**config.mk**
```make
export PLATFORM = sky130hd
export DESIGN_NAME = cq_coalescer
export DESIGN_NICKNAME = d
export VERILOG_FILES = /design/src/rtl/cq_coalescer.sv
export SDC_FILE = /design/constraint.sdc
export NUM_CORES = 1
export LEC_CHECK = 0
export ABC_AREA = 1
export BUFFER_PORTS_ARGS = -buffer_cell sky130_fd_sc_hd__buf_2
export CAP_MARGIN = 20
export CELL_PAD_IN_SITES_DETAIL_PLACEMENT = 0
export CELL_PAD_IN_SITES_GLOBAL_PLACEMENT = 2
export CORE_ASPECT_RATIO = 1.1
export CORE_MARGIN = 8
export CORE_UTILIZATION = 33
export DETAILED_ROUTE_END_ITERATION = 8
export GPL_TIMING_DRIVEN = 0
export PLACE_DENSITY = 0.82
export SLEW_MARGIN = 10
export SYNTH_ARGS = -nofsm -noshare
export SYNTH_HDL_FRONTEND = slang
export SYNTH_SLANG_ARGS = --single-unit
```
**constraint.sdc**
```tcl
create_clock -name clk -period 4.3 [get_ports clk]
set_input_delay 0.86 -clock clk [delete_from_list [all_inputs] [get_ports clk]]
set_output_delay 0.86 -clock clk [all_outputs]
set_load 0.005 [all_outputs]
```
**src/rtl/cq_coalescer.sv**
```systemverilog
module cq_coalescer #(
  parameter int NUM_CQ      = 2,
  parameter int CNT_W       = 16,
  parameter int ADD_W       = 8,
  parameter int TICK_CYCLES = 5,
  parameter int TICK_W      = 16,
  localparam int IDX_W  = (NUM_CQ > 1) ? $clog2(NUM_CQ) : 1,
  localparam int BUSY_W = $clog2(NUM_CQ + 1),
  localparam int PEND_W = CNT_W + BUSY_W,
  localparam int PRE_W  = (TICK_CYCLES > 1) ? $clog2(TICK_CYCLES) : 1
) (
  input  logic                    clk,
  input  logic                    rst_n,
  input  logic                    cfg_wr,
  input  logic [1:0]              cfg_sel,
  input  logic [63:0]             cfg_wdata,
  input  logic [NUM_CQ-1:0]       cq_add_vld,
  input  logic [NUM_CQ*ADD_W-1:0] cq_add_num,
  input  logic                    dec_vld,
  input  logic [IDX_W-1:0]        dec_idx,
  input  logic [ADD_W-1:0]        dec_num,
  output logic                    irq_o,
  output logic                    stat_o,
  output logic                    ena_o,
  output logic [PEND_W-1:0]       pend_cnt_o,
  output logic [BUSY_W-1:0]       busy_q_o
);

  logic [63:0]       wait_q;
  logic [CNT_W-1:0]  cnt_q [NUM_CQ];
  logic [PRE_W-1:0]  pre_q;
  logic [TICK_W-1:0] tick_q;

  wire [15:0] t_thr = wait_q[63:48];
  wire [15:0] q_thr = wait_q[47:32];
  wire [31:0] e_thr = wait_q[31:0];

  for (genvar g = 0; g < NUM_CQ; g++) begin : g_q
    logic [CNT_W+1:0] grown, nxt;
    always_comb begin
      grown = (CNT_W+2)'(cnt_q[g]);
      if (cq_add_vld[g]) grown = grown + (CNT_W+2)'(cq_add_num[g*ADD_W +: ADD_W]);
      nxt = grown;
      if (dec_vld && dec_idx == IDX_W'(g))
        nxt = ((CNT_W+2)'(dec_num) > grown) ? '0 : grown - (CNT_W+2)'(dec_num);
    end
    always_ff @(posedge clk) begin
      if (!rst_n) cnt_q[g] <= '0;
      else if (nxt > (CNT_W+2)'({CNT_W{1'b1}})) cnt_q[g] <= '1;
      else cnt_q[g] <= nxt[CNT_W-1:0];
    end
  end

  always_comb begin
    pend_cnt_o = '0;
    busy_q_o   = '0;
    for (int i = 0; i < NUM_CQ; i++) begin
      pend_cnt_o = pend_cnt_o + PEND_W'(cnt_q[i]);
      busy_q_o   = busy_q_o + BUSY_W'(cnt_q[i] != '0);
    end
  end

  wire pend_nz = pend_cnt_o != '0;

  always_ff @(posedge clk) begin
    if (!rst_n || !pend_nz) begin
      pre_q  <= '0;
      tick_q <= '0;
    end else if (pre_q == PRE_W'(TICK_CYCLES - 1)) begin
      pre_q <= '0;
      if (tick_q != '1) tick_q <= tick_q + 1'b1;
    end else begin
      pre_q <= pre_q + 1'b1;
    end
  end

  wire trig_cnt = 32'(pend_cnt_o) > e_thr;
  wire trig_tim = (q_thr != '0) && pend_nz &&
                  (16'(busy_q_o) >= q_thr) && (32'(tick_q) >= 32'(t_thr));
  wire trig     = trig_cnt || trig_tim;

  wire wr_wait = cfg_wr && cfg_sel == 2'd0;
  wire wr_set  = cfg_wr && cfg_sel == 2'd1 && cfg_wdata[0];
  wire wr_clr  = cfg_wr && cfg_sel == 2'd2 && cfg_wdata[0];
  wire wr_sclr = cfg_wr && cfg_sel == 2'd3 && cfg_wdata[0];

  always_ff @(posedge clk) begin
    if (!rst_n) begin
      wait_q <= '0;
      ena_o  <= 1'b0;
      stat_o <= 1'b0;
    end else begin
      if (wr_wait) wait_q <= cfg_wdata;
      if (wr_set) ena_o <= 1'b1;
      else if (wr_clr) ena_o <= 1'b0;
      stat_o <= wr_sclr ? 1'b0 : (stat_o || trig);
    end
  end

  assign irq_o = stat_o && ena_o;

endmodule

```
=== Word level (Yosys, flattened, before mapping) ===
Memories as Yosys holds them, arrays and structs flattened.
Cells that the tools add are included.

* Bits in latches: 0
* Memories kept: 1
* Logic and storage cells: 84
* RAM bits: 32
* Output and inout bits: 23
* Input port bits: 97
* Flip-flop bits (word level): 85
* ROM bits: 0

{| class="wikitable"
|+ Memory list
! name !! depth !! bits a word !! rd ports !! clocked after memory_dff !! write ports !! RTL line !! text
|-
| cnt_q || 2 || 16 || 2 || 0 || 2 || 30 || <nowiki>logic [CNT_W-1:0] cnt_q [NUM_CQ];</nowiki>
|}

* Add/sub/neg operators: 8
* Mux-type cells: 25
* Div/mod/pow operators: 0
* Shifts and indexed selects: 0
* Magnitude comparators: 7
* Bitwise logic cells: 6
* Multipliers: 0
* Equal/unequal tests: 5
* Reduce and logical (&&, ||, !) cells: 27

{| class="wikitable"
|+ Operators with widths
! operator !! number
|-
| $mux W18 || 4
|-
| $mux W16 || 4
|-
| $reduce_bool A16 Y1 || 3
|-
| $gt A18 B16 Y1 const B || 2
|-
| $gt A8 B18 Y1 || 2
|-
| $sub A18 B8 Y18 || 2
|-
| $add A16 B8 Y17 || 2
|-
| $mux W17 || 2
|-
| $gt A17 B32 Y1 || 1
|-
| $reduce_bool A18 Y1 || 1
|-
| $add A16 B16 Y17 || 1
|-
| $add A16 B1 Y16 const B || 1
|-
| $ge A16 B16 Y1 || 1
|-
| $ge A2 B16 Y1 || 1
|-
| $ne A16 B16 Y1 const B || 1
|-
| $mux W1 || 15
|-
| $logic_and A1 B1 Y1 || 13
|-
| $eq A2 B2 Y1 const B || 2
|-
| $or A1 B1 Y1 || 4
|-
| $reduce_or A2 Y1 || 2
|-
| $add A3 B1 Y3 const B || 1
|-
| $eq A3 B3 Y1 const B || 1
|-
| $logic_or A1 B1 Y1 || 3
|-
| $add A1 B1 Y2 || 1
|-
| 6 further kinds || 8
|}

=== Longest topological paths before layout ===
An unclocked memory read counts as a cell.

* Word-level depth: 12
* Depth in mapped cells: 24
* Depth with buffers taken out: 24

=== Worst setup path after synthesis ===
OpenSTA, ideal clock, no wires.

* Kind: input to register
* From: in cq_add_num[8]
* To: mem cnt_q[1][11] (data pin)
* Stages: 22
* Library setup time: 0.254 ns
* Data required time: 4.046 ns
* Buffers on the path: 0
* Path slack: 0.545 ns
* Data arrival time: 3.501 ns
* Path through: ha_1 -> inv_1 -> fa_1 -> inv_1 -> nand2_1 -> nand2_1 -> nand2_1 -> nor2_1 -> nor2_1 -> xor2_1 -> o21ai_0 -> ha_1 -> nand2_1 -> o21ai_0 -> a21oi_1 -> nand4_2 -> nor2_4 -> nand2_2 -> nand2_2 -> nand3_2 -> a21oi_1 -> nor2_1

{| class="wikitable"
|+ RTL lines
! element !! RTL line !! text
|-
| from (decl) || 18 || <nowiki>input logic [NUM_CQ*ADD_W-1:0] cq_add_num,</nowiki>
|-
| to (decl) || 30 ||
|}

==> impl_results.md <==
* DRT Wirelength at 29000 µm
* Post-placement setup slack at -250 ps
* Register Area at 2660 µm²
* Primary FF master, synth: dfxtp_1
* Worst Path Arrival at 4120 ps
* Critical path peak fanout at 8
* First-pass DRT Iterations at 7
* Area of the multi-input gates at 5950 µm²
* Distinct cells, synth at 52
* Number of global-route vias before repair at 9209
* Final GP Congestion at 0.854
* Die area at 34300 µm²
* Remaining DRCs at 0
* Final std cell area, no fill at 11200 µm²
* Cell chain of the critical path: buf_2, ha_1, nand2_1, nand2_1, o21bai_2, nand2_1, nand2_1, xor2_1, o21a_1, inv_1, ha_2, a21oi_1, o21a_1, o21ai_0, nand2_1, nand2_1, nand2_1, nand2_1, nor2_4, nand2_1, nand2_1, nand2_1, nor2_4, a21oi_1
* Routed WL per cell at 14.9 µm
* Post-Syn Area at 9440 µm²
* Ys async rst share at 0
* Setup crit end kind: register
* Final setup violation count at 0
* Post-synth top area cell: dfxtp_1
* CP Launch Type: primary input
* Hold WS at 459 ps
* Via Count at 9244
* CTS root buffer: clkbuf_16
* Max_slew headroom at 0.515
* Comb pwr share at 0.325
* Top post-synthesis cells by area: dfxtp_1, nand2_1, ha_1
* Post-Syn Instances at 1397
* Placed cells at 1912
* Clk Latency, worst-skew pair at 430 ps
* PwrDens at 352 nW/µm²
* Dpl cell area at 10600 µm²
* H-tree depth at 4
* Global route overflow at 0
* Layout Cells excl Fill at 1947
* N_diodes at 0
* Largest net degree at the start of global routing at 17
* Sw Pwr at 1.42 mW
* Via density at 4.75
* Syn avg cell area at 6.76 µm²
* Period minus WS final at 3960 ps
* First-pass GRT wire length at 46900 µm
* Sequential group share of total power at 0.325
* CTS tree: done
* Maximum vdd ir drop at 0.261 mV
* Top-area cell type share of the netlist area at 0.180
* CTS Buf Count at 17
* Synth Register Bits at 117
* Clock buffer depth at 2
* Clock share of power at 0.350
* Number of I/O port buffers at 116
* Share of cells above drive strength 1 at 0.141
* Switching part of the total at 0.361
* DRT antenna net count at 0
* Clock Pin Slew Worst Setup and Hold Paths at 60 ps
* Slew Viols, Final at 0
* Internal power at 2.52 mW
* Final core utilization at 0.395
* DR iter-0 viols at 476
* CP bufs+invs at 2
* RSZ-0062 raised after global routing: false
* Status: finished, final reports clean
* Area of the core at 28400 µm²
* Delay-heaviest family, CP: simple AND/OR/NAND/NOR gates
* Post-synth EDFFs at 32
* Final Worst Setup Slack at 341 ps
* Fillers at 3145
* Hold crit path type: reg -> reg
* Layout overhead on the synthesized area at 18.7%
* Fin. Hold Viols at 0
* Leakage at 5.42 nW
* Rows at 65
* Die Y at 193 µm
* Die X at 177 µm
* Gr usage total at 0.170
* Initial antenna violation count at 0
* Syn. warnings at 0
* WS Path Type: in -> reg
* CP peak stage delay at 330 ps
* Sequential cell area fraction in the yosys report at 0.282
* DP HPWL at 24200 µm
* Initial Util at 0.333
* Clock Skews at 7.28 ps
* Clock sink count at 117
* # nets final at 1755
* Ports at 120
* Most used cell, CP: nand2_1
* Commonest cells after routing, fill and taps aside: nand2_1, inv_1, nor2_1
* Slowest CP cell: ha_1
* F_max at 253 MHz
* Actual slew at the worst max-slew pin at 727 ps
* Tcrit/Tclk final at 0.921
* Max Cap Viol at 0
* Worst Path Required at 4460 ps
* Commonest non-fill, non-tap cell in the layout: nand2_1
[final cells by class]
type / count / area share
clock inverter: 10 / 0.00603
timing repair buffer: 119 / 0.0538
multi-input combinational: 1061 / 0.531
tap: 368 / 0.0411
sequential: 117 / 0.238
clock buffer: 22 / 0.0451
buffer: 30 / 0.0119
inverter: 220 / 0.0737
[worst min-delay path, stage by stage, from the launching register on]
cell	delay, ps
dfxtp_1	300
inv_1	60
a21oi_1	60
[power groups by stage]
stage / Sequential [mW] / Clock, mW / Combinational [mW]
floorplan: 1.27 / 0 / 0.911
finish: 1.28 / 1.38 / 1.28
global route: 1.29 / 1.46 / 1.48
detailed placement: 1.31 / 0 / 1.29
CTS: 1.28 / 1.42 / 1.29
global placement: 1.31 / 0 / 1.28
[routing by layer]
metal	global-route usage	wire length (µm)
met5	0	0
met4	0.0556	648
met3	0.0388	1310
met2	0.289	13700
met1	0.208	13400
[repair_timing]
item,4_1_cts,5_1_grt
buffers inserted,0,3
resized for setup,0,5
hold buffers,0,0
hold endpoints to repair,0,0
setup endpoints to repair,0,29
[per-stage QoR]
| stage | power, mW | TNS [ps] |
|---|---|---|
| finish | 3.94 | 0 |
| global route | 4.23 | 0 |
| CTS | 4.00 | 0 |
| detailed placement | 2.59 | -4840 |
| global placement | 2.59 | -5600 |
| floorplan | 2.18 | 0 |
[cell usage after synthesis (3+ instances only)]
cell / count
clkbuf_1: 23
dfxtp_1: 85
inv_2: 8
buf_4: 3
nor3_1: 26
nand4_1: 28
nand2_2: 17
o21ai_0: 94
nand3_2: 13
o21bai_1: 6
o21a_1: 5
a31oi_1: 4
nand2_4: 3
nor2_4: 4
nand3_1: 69
xnor2_1: 12
inv_1: 210
a21oi_1: 127
nor2_2: 4
ha_1: 87
fa_1: 5
nand3b_1: 4
nor4_1: 14
nor2_1: 158
xor2_1: 27
edfxtp_1: 32
nand2_1: 292
[kinds of logic (layout without fill, tap and decap cells)]
kind of cell	after synthesis	in the layout	share of synthesized area
XOR/XNOR	40	40	0.0379
AND/OR/NAND/NOR	644	644	0.309
flip-flops	117	117	0.282
multiplexers	2	2	0.00212
adder cells (fa/ha/maj)	92	92	0.126
AO/OA/AOI/OAI	250	250	0.141
other	2	33	0.000796
buffers and inverters	250	401	0.102
[worst paths after layout]
| check | startpoint | to | slack, ps | depth (start not counted) |
|---|---|---|---|---|
| worst max-delay path | cq_add_num[2] | cnt_q[0][14] | 340 | 24 |
| worst min-delay path | wait_q[59] | wait_q[59] | 460 | 2 |
| worst max register to register | cnt_q[1][0] | cnt_q[1][0] | 350 | 22 |
| worst min register to register | wait_q[59] | wait_q[59] | 460 | 2 |
[flip-flops by register name (all words and copies together), names as in the netlist]
register / cells
wait_q: 64
cnt_q: 32
tick_q: 16
pre_q: 3
ena_o: 1
stat_o: 1
Note: power is estimated with default switching activity, not from simulation.
